--- src/rtl/dma_pkg.sv ---
package dma_pkg;

  localparam int REG_AW = 6;
  localparam int WORD_W = 32;

  localparam logic [REG_AW-1:0] OFF_CTRL  = 6'h00;
  localparam logic [REG_AW-1:0] OFF_SRC   = 6'h04;
  localparam logic [REG_AW-1:0] OFF_DST   = 6'h08;
  localparam logic [REG_AW-1:0] OFF_CNT   = 6'h0C;
  localparam logic [REG_AW-1:0] OFF_IEN   = 6'h10;
  localparam logic [REG_AW-1:0] OFF_FLAG  = 6'h14;
  localparam logic [REG_AW-1:0] OFF_CSRC  = 6'h18;
  localparam logic [REG_AW-1:0] OFF_CDST  = 6'h1C;
  localparam logic [REG_AW-1:0] OFF_CCNT  = 6'h20;
  localparam logic [REG_AW-1:0] OFF_PTR   = 6'h24;

  localparam logic [1:0] DIR_M2M   = 2'b00;
  localparam logic [1:0] DIR_BAD   = 2'b11;
  localparam logic [1:0] ADR_FIXED = 2'b10;

  typedef enum logic [2:0] {
    ST_IDLE  = 3'd0,
    ST_WAITP = 3'd1,
    ST_READ  = 3'd2,
    ST_WRITE = 3'd3
  } eng_state_e;

  typedef struct packed {
    logic       trig;
    logic [1:0] pwidth;
    logic [1:0] dmode;
    logic [1:0] smode;
    logic [1:0] dir;
    logic       en;
  } ctrl_t;

  // size code on the bus: 0 byte, 1 half-word, 2 word
  function automatic logic [1:0] unit_size(input logic [1:0] dir, input logic [1:0] pw);
    if (dir == DIR_M2M) return 2'd2;
    case (pw)
      2'b01:   return 2'd0;
      2'b10:   return 2'd1;
      default: return 2'd2;
    endcase
  endfunction

  function automatic logic [WORD_W-1:0] lane_mask(input logic [1:0] sz);
    case (sz)
      2'd0:    return WORD_W'(32'h0000_00FF);
      2'd1:    return WORD_W'(32'h0000_FFFF);
      default: return {WORD_W{1'b1}};
    endcase
  endfunction

  function automatic logic [2:0] size_bytes(input logic [1:0] sz);
    case (sz)
      2'd0:    return 3'd1;
      2'd1:    return 3'd2;
      default: return 3'd4;
    endcase
  endfunction

endpackage

--- src/rtl/dma_regs.sv ---
module dma_regs
  import dma_pkg::*;
#(
  parameter int AW      = 32,
  parameter int CW      = 16,
  parameter int RST_CYC = 4
) (
  input  logic              clk,
  input  logic              rst,
  input  logic              reg_wr,
  input  logic [REG_AW-1:0] reg_addr,
  input  logic [WORD_W-1:0] reg_wdata,
  output logic [WORD_W-1:0] reg_rdata,
  input  logic              trig_clr,
  input  logic [AW-1:0]     cur_src,
  input  logic [AW-1:0]     cur_dst,
  input  logic [CW-1:0]     cur_cnt,
  input  logic [3:0]        ptr,
  input  logic [1:0]        flags,
  output ctrl_t             ctrl,
  output logic [AW-1:0]     src_base,
  output logic [AW-1:0]     dst_base,
  output logic [CW-1:0]     byte_cnt,
  output logic [1:0]        ien,
  output logic [1:0]        flag_w1c,
  output logic              eng_rst
);

  localparam int RCW = $clog2(RST_CYC + 1);

  logic [RCW-1:0] rst_cnt;
  logic           wr_ctrl;

  assign wr_ctrl  = reg_wr && (reg_addr == OFF_CTRL);
  assign eng_rst  = (rst_cnt != '0);
  assign flag_w1c = (reg_wr && reg_addr == OFF_FLAG) ? reg_wdata[1:0] : 2'b00;

  always_ff @(posedge clk) begin
    if (rst) begin
      ctrl     <= '0;
      src_base <= '0;
      dst_base <= '0;
      byte_cnt <= '0;
      ien      <= '0;
      rst_cnt  <= '0;
    end else begin
      if (wr_ctrl && reg_wdata[1]) rst_cnt <= RCW'(RST_CYC);
      else if (rst_cnt != '0)      rst_cnt <= rst_cnt - 1'b1;

      if (wr_ctrl) begin
        ctrl.en     <= reg_wdata[0];
        ctrl.dir    <= reg_wdata[3:2];
        ctrl.smode  <= reg_wdata[5:4];
        ctrl.dmode  <= reg_wdata[7:6];
        ctrl.pwidth <= reg_wdata[20:19];
        ctrl.trig   <= reg_wdata[23];
      end
      if (trig_clr) ctrl.trig <= 1'b0;

      if (reg_wr && reg_addr == OFF_SRC) src_base <= {reg_wdata[AW-1:2], 2'b00};
      if (reg_wr && reg_addr == OFF_DST) dst_base <= {reg_wdata[AW-1:2], 2'b00};
      if (reg_wr && reg_addr == OFF_CNT) byte_cnt <= {reg_wdata[CW-1:2], 2'b00};
      if (reg_wr && reg_addr == OFF_IEN) ien      <= reg_wdata[1:0];
    end
  end

  always_ff @(posedge clk) begin
    if (rst) begin
      reg_rdata <= '0;
    end else begin
      case (reg_addr)
        OFF_CTRL: reg_rdata <= {8'd0, ctrl.trig, 2'd0, ctrl.pwidth, 11'd0,
                                ctrl.dmode, ctrl.smode, ctrl.dir, eng_rst, ctrl.en};
        OFF_SRC:  reg_rdata <= WORD_W'(src_base);
        OFF_DST:  reg_rdata <= WORD_W'(dst_base);
        OFF_CNT:  reg_rdata <= WORD_W'(byte_cnt);
        OFF_IEN:  reg_rdata <= WORD_W'(ien);
        OFF_FLAG: reg_rdata <= WORD_W'(flags);
        OFF_CSRC: reg_rdata <= WORD_W'(cur_src);
        OFF_CDST: reg_rdata <= WORD_W'(cur_dst);
        OFF_CCNT: reg_rdata <= WORD_W'(cur_cnt);
        OFF_PTR:  reg_rdata <= WORD_W'(ptr);
        default:  reg_rdata <= '0;
      endcase
    end
  end

  // a completion or abort clears the trigger on the following cycle
  p_trig_drop_r6: assert property (@(posedge clk) disable iff (rst)
    trig_clr |=> !ctrl.trig);

  // the engine reset window counts down unless reloaded
  p_rst_window_r8: assert property (@(posedge clk) disable iff (rst)
    (eng_rst && !(wr_ctrl && reg_wdata[1])) |=> (rst_cnt < $past(rst_cnt)));

endmodule

--- src/rtl/dma_engine.sv ---
module dma_engine
  import dma_pkg::*;
#(
  parameter int AW = 32,
  parameter int CW = 16
) (
  input  logic              clk,
  input  logic              rst,
  input  logic              eng_rst,
  input  ctrl_t             ctrl,
  input  logic [AW-1:0]     src_base,
  input  logic [AW-1:0]     dst_base,
  input  logic [CW-1:0]     byte_cnt,
  input  logic              periph_req,
  output logic              m_req,
  output logic              m_write,
  output logic [AW-1:0]     m_addr,
  output logic [1:0]        m_size,
  output logic [WORD_W-1:0] m_wdata,
  input  logic [WORD_W-1:0] m_rdata,
  input  logic              m_ready,
  input  logic              m_error,
  output logic [AW-1:0]     cur_src,
  output logic [AW-1:0]     cur_dst,
  output logic [CW-1:0]     cur_cnt,
  output logic [3:0]        ptr,
  output logic              done_p,
  output logic              abort_p,
  output logic              trig_clr
);

  eng_state_e        state;
  logic              halted;
  logic [1:0]        size_q;
  logic              periph_q, sinc_q, dinc_q;
  logic [WORD_W-1:0] hold_q;
  logic [2:0]        step;
  logic              start_ok;

  assign step     = size_bytes(size_q);
  assign start_ok = ctrl.trig && !halted && !trig_clr && (ctrl.dir != DIR_BAD);

  assign m_req   = (state == ST_READ) || (state == ST_WRITE);
  assign m_write = (state == ST_WRITE);
  assign m_addr  = (state == ST_WRITE) ? cur_dst : cur_src;
  assign m_size  = size_q;
  assign m_wdata = hold_q;

  always_ff @(posedge clk) begin
    if (rst) begin
      state    <= ST_IDLE;
      halted   <= 1'b0;
      hold_q   <= '0;
      ptr      <= '0;
      cur_src  <= '0;
      cur_dst  <= '0;
      cur_cnt  <= '0;
      size_q   <= 2'd2;
      periph_q <= 1'b0;
      sinc_q   <= 1'b0;
      dinc_q   <= 1'b0;
      done_p   <= 1'b0;
      abort_p  <= 1'b0;
      trig_clr <= 1'b0;
    end else if (eng_rst) begin
      state    <= ST_IDLE;
      halted   <= 1'b0;
      hold_q   <= '0;
      ptr      <= '0;
      cur_cnt  <= '0;
      done_p   <= 1'b0;
      abort_p  <= 1'b0;
      trig_clr <= 1'b0;
    end else begin
      done_p   <= 1'b0;
      abort_p  <= 1'b0;
      trig_clr <= 1'b0;
      if (!ctrl.en) begin
        state <= ST_IDLE;
        ptr   <= '0;
      end else begin
        case (state)
          ST_IDLE: begin
            if (start_ok) begin
              cur_src  <= src_base;
              cur_dst  <= dst_base;
              cur_cnt  <= byte_cnt;
              size_q   <= unit_size(ctrl.dir, ctrl.pwidth);
              periph_q <= (ctrl.dir != DIR_M2M);
              sinc_q   <= (ctrl.smode != ADR_FIXED);
              dinc_q   <= (ctrl.dmode != ADR_FIXED);
              if (byte_cnt == '0) begin
                done_p   <= 1'b1;
                trig_clr <= 1'b1;
              end else if (ctrl.dir != DIR_M2M) begin
                state <= ST_WAITP;
              end else begin
                state <= ST_READ;
              end
            end
          end
          ST_WAITP: begin
            if (periph_req) state <= ST_READ;
          end
          ST_READ: begin
            if (m_ready) begin
              if (m_error) begin
                halted   <= 1'b1;
                abort_p  <= 1'b1;
                trig_clr <= 1'b1;
                state    <= ST_IDLE;
              end else begin
                hold_q <= m_rdata & lane_mask(size_q);
                ptr    <= 4'(step);
                state  <= ST_WRITE;
              end
            end
          end
          ST_WRITE: begin
            if (m_ready) begin
              ptr <= '0;
              if (m_error) begin
                halted   <= 1'b1;
                abort_p  <= 1'b1;
                trig_clr <= 1'b1;
                state    <= ST_IDLE;
              end else begin
                if (sinc_q) cur_src <= cur_src + AW'(step);
                if (dinc_q) cur_dst <= cur_dst + AW'(step);
                cur_cnt <= cur_cnt - CW'(step);
                if (cur_cnt <= CW'(step)) begin
                  done_p   <= 1'b1;
                  trig_clr <= 1'b1;
                  state    <= ST_IDLE;
                end else if (periph_q) begin
                  state <= ST_WAITP;
                end else begin
                  state <= ST_READ;
                end
              end
            end
          end
          default: state <= ST_IDLE;
        endcase
      end
    end
  end

  // a pending access keeps its address and direction
  p_bus_hold_r3: assert property (@(posedge clk) disable iff (rst)
    (m_req && !m_ready && ctrl.en && !eng_rst) |=> ($stable(m_addr) && $stable(m_write) && m_req));

  // no read leaves the wait state while the peripheral is not ready
  p_wait_periph_r5: assert property (@(posedge clk) disable iff (rst)
    (state == ST_WAITP && !periph_req) |=> !m_req);

  // every accepted write lowers the remaining count by one unit
  p_count_step_r6: assert property (@(posedge clk) disable iff (rst)
    (m_req && m_write && m_ready && !m_error && ctrl.en && !eng_rst)
      |=> (cur_cnt == $past(cur_cnt) - CW'($past(step))));

  // a halted engine stays off the bus
  p_halt_quiet_r7: assert property (@(posedge clk) disable iff (rst)
    halted |-> !m_req);

  // clearing the enable returns the master to idle
  p_enable_idle_r9: assert property (@(posedge clk) disable iff (rst)
    !ctrl.en |=> !m_req);

  // the invalid direction code never starts a transfer
  p_bad_dir_r11: assert property (@(posedge clk) disable iff (rst)
    (state == ST_IDLE && ctrl.dir == DIR_BAD) |=> !m_req);

  // the buffer only holds bytes while a write is pending
  p_ptr_write_r12: assert property (@(posedge clk) disable iff (rst)
    (ptr != '0) |-> (state == ST_WRITE));

endmodule

--- src/rtl/dma_irq.sv ---
module dma_irq (
  input  logic       clk,
  input  logic       rst,
  input  logic       done_p,
  input  logic       abort_p,
  input  logic [1:0] flag_w1c,
  input  logic [1:0] ien,
  output logic [1:0] flags,
  output logic       irq
);

  always_ff @(posedge clk) begin
    if (rst) begin
      flags <= 2'b00;
      irq   <= 1'b0;
    end else begin
      flags <= (flags & ~flag_w1c) | {done_p, abort_p};
      irq   <= |(flags & ien);
    end
  end

  // flags stay set until a one is written to them
  p_done_sticky_r10: assert property (@(posedge clk) disable iff (rst)
    (flags[1] && !flag_w1c[1]) |=> flags[1]);
  p_abort_sticky_r10: assert property (@(posedge clk) disable iff (rst)
    (flags[0] && !flag_w1c[0]) |=> flags[0]);

  // a completion always lands in the done flag
  p_done_set_r6: assert property (@(posedge clk) disable iff (rst)
    done_p |=> flags[1]);

endmodule

--- src/rtl/dma_chan_engine.sv ---
module dma_chan_engine
  import dma_pkg::*;
#(
  parameter int AW      = 32,
  parameter int CW      = 16,
  parameter int RST_CYC = 4
) (
  input  logic              clk,
  input  logic              rst,
  input  logic              reg_wr,
  input  logic [REG_AW-1:0] reg_addr,
  input  logic [WORD_W-1:0] reg_wdata,
  output logic [WORD_W-1:0] reg_rdata,
  input  logic              periph_req,
  output logic              m_req,
  output logic              m_write,
  output logic [AW-1:0]     m_addr,
  output logic [1:0]        m_size,
  output logic [WORD_W-1:0] m_wdata,
  input  logic [WORD_W-1:0] m_rdata,
  input  logic              m_ready,
  input  logic              m_error,
  output logic              irq
);

  ctrl_t         ctrl;
  logic [AW-1:0] src_base, dst_base, cur_src, cur_dst;
  logic [CW-1:0] byte_cnt, cur_cnt;
  logic [3:0]    ptr;
  logic [1:0]    ien, flags, flag_w1c;
  logic          eng_rst, trig_clr, done_p, abort_p;

  dma_regs #(.AW(AW), .CW(CW), .RST_CYC(RST_CYC)) u_regs (
    .clk(clk), .rst(rst), .reg_wr(reg_wr), .reg_addr(reg_addr),
    .reg_wdata(reg_wdata), .reg_rdata(reg_rdata), .trig_clr(trig_clr),
    .cur_src(cur_src), .cur_dst(cur_dst), .cur_cnt(cur_cnt), .ptr(ptr),
    .flags(flags), .ctrl(ctrl), .src_base(src_base), .dst_base(dst_base),
    .byte_cnt(byte_cnt), .ien(ien), .flag_w1c(flag_w1c), .eng_rst(eng_rst)
  );

  dma_engine #(.AW(AW), .CW(CW)) u_eng (
    .clk(clk), .rst(rst), .eng_rst(eng_rst), .ctrl(ctrl),
    .src_base(src_base), .dst_base(dst_base), .byte_cnt(byte_cnt),
    .periph_req(periph_req), .m_req(m_req), .m_write(m_write),
    .m_addr(m_addr), .m_size(m_size), .m_wdata(m_wdata), .m_rdata(m_rdata),
    .m_ready(m_ready), .m_error(m_error), .cur_src(cur_src), .cur_dst(cur_dst),
    .cur_cnt(cur_cnt), .ptr(ptr), .done_p(done_p), .abort_p(abort_p),
    .trig_clr(trig_clr)
  );

  dma_irq u_irq (
    .clk(clk), .rst(rst), .done_p(done_p), .abort_p(abort_p),
    .flag_w1c(flag_w1c), .ien(ien), .flags(flags), .irq(irq)
  );

endmodule

--- config.mk ---
export PLATFORM = sky130hd
export DESIGN_NAME = dma_chan_engine
export DESIGN_NICKNAME = d
export VERILOG_FILES = /design/src/rtl/dma_pkg.sv /design/src/rtl/dma_regs.sv /design/src/rtl/dma_engine.sv /design/src/rtl/dma_irq.sv /design/src/rtl/dma_chan_engine.sv
export SDC_FILE = /design/constraint.sdc
export NUM_CORES = 1
export LEC_CHECK = 0
export CORE_MARGIN = 2
export CORE_UTILIZATION = 35
export CTS_CLUSTER_SIZE = 20
export DETAILED_ROUTE_END_ITERATION = 6
export MAX_ROUTING_LAYER = met4
export PLACE_DENSITY = 0.53
export SLEW_MARGIN = 20
export SYNTH_ARGS = -nofsm -noshare
export SYNTH_HDL_FRONTEND = slang
export SYNTH_SLANG_ARGS = --single-unit
--- constraint.sdc ---
create_clock -name clk -period 2.9 [get_ports clk]
set_input_delay 0.87 -clock clk [delete_from_list [all_inputs] [get_ports clk]]
set_output_delay 0.87 -clock clk [all_outputs]
set_load 0.01 [all_outputs]
Word level (Yosys, flattened, before mapping)
Cells that the tools add are included.
Storage, ports and cells
  register bits after elaboration: 252
  latch bits: 0
  bits in writable memories: 0
  bits in read-only memories: 0
  bits of input ports: 76
  logic and storage cells: 170
  memories: 0
Cells by class
  add/sub/neg operators: 4
  multiply operators: 0
  divide/modulo/power cells: 0
  magnitude comparators: 1
  equal/unequal tests: 27
  shift operators: 0
  muxes and demuxes: 62
  bitwise operators: 9
  reduce and logical (&&, ||, !) cells: 38
Operators with widths (number)
  2-to-1 mux 32 bit: 15
  one-hot mux 32 bit (10 select lines): 1
  one-hot mux 32 bit (2 select lines): 3
  adder 32 x 3 -> 32 bit: 2
  2-to-1 mux 16 bit: 3
  bitwise AND 32 bit: 1
  one-hot mux 16 bit (2 select lines): 1
  2-to-1 mux 3 bit: 9
  == test 6 x 5 -> 1 bit, second input constant: 4
  <= comparator 16 x 3 -> 1 bit: 1
  zero test 16 bit: 1
  != test 2 bit, second input constant: 8
  AND reduction 4 bit: 4
  subtractor 16 x 3 -> 16 bit: 1
  2-to-1 mux 1 bit: 15
  AND reduction 7 bit: 2
  == test 6 x 4 -> 1 bit, second input constant: 2
  == test 6 bit, second input constant: 2
  2-to-1 mux 2 bit: 6
  2-to-1 mux 4 bit: 3
  one-hot mux 3 bit (4 select lines): 1
  logical AND 1 bit: 10
  AND reduction 5 bit: 2
  OR reduction 2 bit: 5
  25 further kinds: 39

Depth between registers and ports, before layout
  word-level depth: 10
  depth in mapped cells: 12
  depth with buffers taken out: 10

Modules after synthesis
A second synthesis with hierarchy kept.
Unflattened totals
  cell total of the unflattened synthesis: 1656
  area, all modules: 13247.7 um^2
By module, submodules not included
  dma_engine: times used 1, cells each 1040, area each 7898.8 um^2, seq. area each 2522.4 um^2
  dma_regs: times used 1, cells each 605, area each 5247.5 um^2, seq. area each 2422.3 um^2
  dma_irq: times used 1, cells each 11, area each 101.3 um^2, seq. area each 60.1 um^2

Least setup slack after synthesis
Ideal clock, no wire load.
  path type: reg2out
  from: register u_eng.state[0]
  to: output port m_addr[10]
  data arrival time: 1.937 ns
  data required time: 2.030 ns
  setup slack: 0.093 ns
  cell stages (with the launch flop): 6
  path buffers: 3
  path through: dfxtp_1 -> ha_1 -> clkbuf_1 -> clkbuf_1 -> buf_1 -> mux2_2
Between the ends
  longest elaborated chain between the ends: 2
Ends and longest elaborated chain
  start, declared: line dma_engine.sv:32  | eng_state_e state;
  start signal, assigned: line dma_engine.sv:51  | state <= ST_IDLE;
  start signal, assigned: line dma_engine.sv:66  | state <= ST_IDLE;
  start signal, assigned: line dma_engine.sv:79  | state <= ST_IDLE;
  == test 3 x 2 -> 1 bit
  named net m_write: line dma_chan_engine.sv:16  | output logic m_write,
  2-to-1 mux 32 bit: line dma_engine.sv:45  | assign m_addr = (state == ST_WRITE) ? cur_dst : cur_src;
  end, declared: line dma_chan_engine.sv:17  | output logic [AW-1:0] m_addr,
The timed path passes the listed nets, and every way through them passes these cells.

Worst setup path in the final report
  from: register u_eng.state[0]
  to: output port m_addr[7]
Between the ends
  longest elaborated chain between the ends: 2
Ends and longest elaborated chain (line)
  == test 3 x 2 -> 1 bit: dma_engine.sv:45
  2-to-1 mux 32 bit: dma_engine.sv:45
Every way passes these cells.

==> results.rst <==
.. list-table::
   :header-rows: 1

   * - Metric
     - Value
   * - Run status
     - completed
   * - Peak ir drop on the vdd network
     - 0.000415 V
   * - Top routing layer used
     - met4
   * - Wl on met1
     - 23400 µm
   * - Headroom to the max-slew limit
     - 47.7%
   * - Sink count of the clock tree
     - 250
   * - Total negative slack for setup checks
     - 0 ns
   * - Final worst clock skew
     - 0.0167 ns
   * - Estimated wirelength of the detail-placed design
     - 36300 µm
   * - Worst hold path cell count
     - 2
   * - Layout Nets
     - 1930
   * - Sw Pwr
     - 1.87 mW
   * - Initial Utilization
     - 35.5%
   * - Worst path arrival time
     - 1.99 ns
   * - Insertion delay to the later sink of the worst-skew pair
     - 0.57 ns
   * - Power density over the cells
     - 477 nW/µm²
   * - Setup repair after global routing missed its margin
     - true
   * - Simple-Gate Fraction of Synth Area
     - 24.3%
   * - Number of slew-limit violations in the final report
     - 0
   * - Worst reg-to-reg setup slack
     - 0.13 ns
   * - Overall die area
     - 38600 µm²
   * - Period minus WS final
     - 2.86 ns
   * - Average cell area after synthesis
     - 7.89 µm²
   * - Drc violations
     - 0
   * - Detailed-routed wire length on met2
     - 22500 µm
   * - # Max-Cap Violations
     - 0
   * - Required time at the worst-slack endpoint
     - 2.03 ns
   * - Clock Path Buffers
     - 3
   * - XOR/XNOR share of the synthesized area
     - 0.270%
   * - Dominant combinational cell family by area after synthesis
     - simple AND/OR/NAND/NOR gates
   * - Synth Area in Adders
     - 2.10%
   * - Average wire length per cell after detail routing
     - 22.0 µm
   * - Antenna cells
     - 0
   * - Placer congestion estimate
     - 0.878
   * - Area of the core
     - 36500 µm²
   * - Chip width
     - 196 µm
   * - 1st-iter DRT viols
     - 1351
   * - Number of top-level design ports
     - 177
   * - Biggest fanout along the worst timing path
     - 14
   * - Post-synthesis async set-or-reset flop share
     - 0%
   * - First-pass GRT wire length
     - 77100 µm
   * - Final period utilization
     - 98.7%
   * - Site row count
     - 70
   * - Total overflow reported by the global router
     - 0
   * - Clock network fraction of total power
     - 51.2%
   * - Maximum number of pins on one net before global-route repair
     - 85
   * - Number of endpoints with negative hold slack in the final report
     - 0
   * - Height of the chip
     - 196 µm
   * - Area Growth Syn to Fin
     - 31.5%
   * - Detail Route met3 WL
     - 3660 µm
   * - Number of enable-type register cells in the synthesized netlist
     - 0
   * - Share of final-layout standard cells stronger than drive strength 1
     - 12.7%
   * - Setup WS post-layout
     - 0.0384 ns
   * - Top library cells by usage in the layout, fill and taps aside
     - sky130_fd_sc_hd__nand2_1 (272), sky130_fd_sc_hd__dfxtp_1 (248), sky130_fd_sc_hd__a21oi_1 (197), sky130_fd_sc_hd__clkdlybuf4s50_1 (142), sky130_fd_sc_hd__buf_4 (94)
   * - Ys Warns
     - 0
   * - Switching part of the total
     - 23.0%
   * - Setup Crit Path Kind
     - reg2out
   * - Detail Route Antenna Nets
     - 0
   * - Post-synthesis sequential area ratio
     - 38.6%
   * - Number of vias after detailed routing
     - 13600
   * - Fillers
     - 3574
   * - Depth of the worst register-to-register path
     - 9
   * - Design internal power
     - 6.27 mW
   * - Relative contribution of sequential cells to total power
     - 42.5%
   * - Post-synthesis instance area
     - 13000 µm²
   * - Highest achievable clock rate
     - 0.349 GHz
   * - Initial antenna violation count
     - 0
   * - Worst Setup Slack post-DPL
     - -0.0723 ns
   * - Startpoint of the worst-slack reg-to-reg timing path
     - u_eng.m_size[1]$_SDFFE_PP1P_
   * - Post-Route Hold Slack
     - 0.449 ns
   * - Type of element launching the critical path
     - flop
   * - Final setup fails
     - 0
   * - CTS tree
     - done
   * - Primary FF master, synth
     - sky130_fd_sc_hd__dfxtp_1
   * - Number of distinct standard cells referenced by the synthesized netlist
     - 86
   * - Static Leakage
     - 5.97 nW
   * - Combinational group share of total power
     - 6.3%
   * - Number of global-route vias before repair
     - 12700
   * - Detailed-route wire length
     - 51200 µm
   * - Proportion of synthesized area in mux cells
     - 5.62%
   * - Vias per inst
     - 5.84
   * - R2r endpoint
     - u_eng.cur_dst[18]$_SDFFE_PP0P_
   * - Flip-flop and latch count after synthesis
     - 250
   * - Clock root buffer
     - sky130_fd_sc_hd__clkbuf_16
   * - Endpoint class of the critical path
     - primary output
   * - Worst Min Path Start
     - u_eng.m_wdata[15]$_SDFFE_PP0P_
   * - Total Routing Usage GR
     - 26.4%
   * - Hold path endpoint
     - u_eng.m_wdata[15]$_SDFFE_PP0P_
   * - Register clock-pin slew on the reported worst setup and hold paths
     - 0.06 ns
   * - Number of H-tree levels
     - 1
   * - Count of buffers from port buffering
     - 176
   * - CTS buffer count
     - 30
   * - Worst-Margin Slew
     - 0.782 ns
   * - Most common cell after layout, fill and taps aside
     - sky130_fd_sc_hd__nand2_1
   * - Worst min path class
     - reg2reg
   * - Number of optimization iterations in the first detailed-route pass
     - 5
   * - Number of nets in the synthesized netlist
     - 1740
   * - Area fraction in compound gates after synthesis
     - 24.0%
   * - Post-synthesis cell count
     - 1644
-- layer usage --
layer | track usage (%) | vias up
met5 | - | -
met4 | 8.98 | 0
met3 | 4.81 | 113
met2 | 39.2 | 581
met1 | 36.0 | 6493
li1 | - | 6379
-- worst max path at each step --
stage,depth (start not counted),start,to,slack (ns)
after floorplan,5,u_eng.state[0]$_SDFFE_PP0P_,m_addr[10],0.09
after global placement,7,reg_addr[1],u_regs.src_base[14]$_SDFFE_PP0P_,-0.06
after detailed placement,7,reg_addr[1],u_regs.src_base[27]$_SDFFE_PP0P_,-0.07
after CTS,5,u_eng.state[1]$_SDFFE_PP0P_,m_req,-0.11
final,5,u_eng.state[0]$_SDFFE_PP0P_,m_addr[7],0.04
after global routing,5,u_eng.state[0]$_SDFFE_PP0P_,m_req,-0.03
-- cell families after synthesis --
| logic type | after synthesis |
|---|---|
| fa+ha+maj | 20 |
| compound gates | 486 |
| buf+inv | 166 |
| xor+xnor | 4 |
| mux | 70 |
| flops | 250 |
| simple gates | 648 |
-- timing repair --
| action | 4_1_cts | 5_1_grt |
|---|---|---|
| pin swaps | 1 | 1 |
| hold buffers | 0 | 0 |
| endpoints found under the setup margin | 34 | 20 |
| gates resized for setup | 61 | 32 |
| gates cloned | 4 | 2 |
| buffers inserted | 8 | 3 |
-- state kept, by name, summed over array words and instances (netlist names), 2 cells and up --
register / cells
u_eng.m_wdata: 32
u_regs.rst_cnt: 3
u_eng.cur_dst: 32
u_regs.src_base: 30
u_regs.dst_base: 30
u_regs.ctrl: 10
u_eng.cur_cnt: 16
u_irq.flags: 2
u_eng.ptr: 3
u_eng.state: 2
u_eng.m_size: 2
u_regs.ien: 2
u_regs.byte_cnt: 14
u_regs.reg_rdata: 32
u_eng.cur_src: 32
-- metrics by stage --
stage / util, % / power (mW) / cell area [µm²] / cells
3_3_place_gp: 42.9 / 4.05 / 15700 / 2254
6_report: 46.7 / 8.14 / 17100 / 2324
4_1_cts: 46.6 / 8.21 / 17000 / 2320
3_5_place_dp: 42.9 / 4.05 / 15700 / 2254
5_1_grt: 46.7 / 8.38 / 17100 / 2324
2_1_floorplan: - / 3.77 / 13000 / 1644
-- cells in the mapped netlist (4+ instances only) --
library cell               instances  area share (%)
sky130_fd_sc_hd__o211ai_1         23             1.3
sky130_fd_sc_hd__mux2i_1          48             3.7
sky130_fd_sc_hd__buf_2            27             1.0
sky130_fd_sc_hd__or2_2             4            0.19
sky130_fd_sc_hd__o31a_1            4            0.27
sky130_fd_sc_hd__o22ai_1          10            0.48
sky130_fd_sc_hd__buf_1            11            0.32
sky130_fd_sc_hd__nand4_1          28             1.4
sky130_fd_sc_hd__o22a_1            4            0.27
sky130_fd_sc_hd__nor3b_1           4            0.23
sky130_fd_sc_hd__nor3_1           37             1.4
sky130_fd_sc_hd__nand2_1         272             7.9
sky130_fd_sc_hd__o32ai_1          10            0.68
sky130_fd_sc_hd__and4_1            5            0.34
sky130_fd_sc_hd__nor4_1           11            0.53
sky130_fd_sc_hd__a21boi_0         10            0.58
sky130_fd_sc_hd__a21oi_1         197             7.6
sky130_fd_sc_hd__dfxtp_1         250              39
sky130_fd_sc_hd__inv_1            31            0.90
sky130_fd_sc_hd__a41oi_1           7            0.47
sky130_fd_sc_hd__nand2b_1          5            0.24
sky130_fd_sc_hd__or3_1            10            0.48
sky130_fd_sc_hd__nor2_1           91             2.6
sky130_fd_sc_hd__a21o_1           14            0.81
sky130_fd_sc_hd__and3_1           17            0.82
sky130_fd_sc_hd__ha_1             17             1.6
sky130_fd_sc_hd__mux2_2           22             1.9
sky130_fd_sc_hd__and2_1           14            0.68
sky130_fd_sc_hd__nand3_1          83             3.2
sky130_fd_sc_hd__xnor2_1           4            0.27
sky130_fd_sc_hd__a22oi_1          19             1.1
sky130_fd_sc_hd__a221oi_1         14            0.95
sky130_fd_sc_hd__or4_1            17            0.98
sky130_fd_sc_hd__a31oi_1          24             1.2
sky130_fd_sc_hd__o21a_1           11            0.64
sky130_fd_sc_hd__o21ai_0          68             2.6
sky130_fd_sc_hd__nor2b_1          27             1.3
sky130_fd_sc_hd__o221ai_1          4            0.27
sky130_fd_sc_hd__clkbuf_1         94             2.7
sky130_fd_sc_hd__a211oi_1         19             1.1
sky130_fd_sc_hd__a222oi_1         13             1.0
-- power by group through the flow --
| stage | Sequential, mW | Combinational, mW | Clock, mW |
|---|---|---|---|
| after floorplan | 3.54 | 0.239 | 0 |
| after global placement | 3.54 | 0.507 | 0 |
| after detailed placement | 3.54 | 0.510 | 0 |
| after CTS | 3.46 | 0.512 | 4.23 |
| after global routing | 3.46 | 0.546 | 4.37 |
| final | 3.46 | 0.513 | 4.17 |
-- worst max-delay path, stage by stage (launching register included) --
cell                            delay [ns]
sky130_fd_sc_hd__dfxtp_4              0.35
sky130_fd_sc_hd__ha_4                 0.22
sky130_fd_sc_hd__buf_4                0.18
sky130_fd_sc_hd__clkbuf_16            0.17
sky130_fd_sc_hd__o21ai_0              0.21
sky130_fd_sc_hd__dlygate4sd2_1        0.30
-- layout make-up --
| type | count | area [µm²] | area share (%) |
|---|---|---|---|
| Clock inverter | 11 | 183 | 1.07 |
| Clock buffer | 43 | 911 | 5.34 |
| Inverter | 32 | 120 | 0.704 |
| Sequential cell | 250 | 5010 | 29.4 |
| Tap cell | 468 | 586 | 3.43 |
| Multi-Input combinational cell | 1228 | 7350 | 43.1 |
| Timing Repair Buffer | 292 | 2890 | 16.9 |
Note: power is estimated with default switching activity, not from simulation.
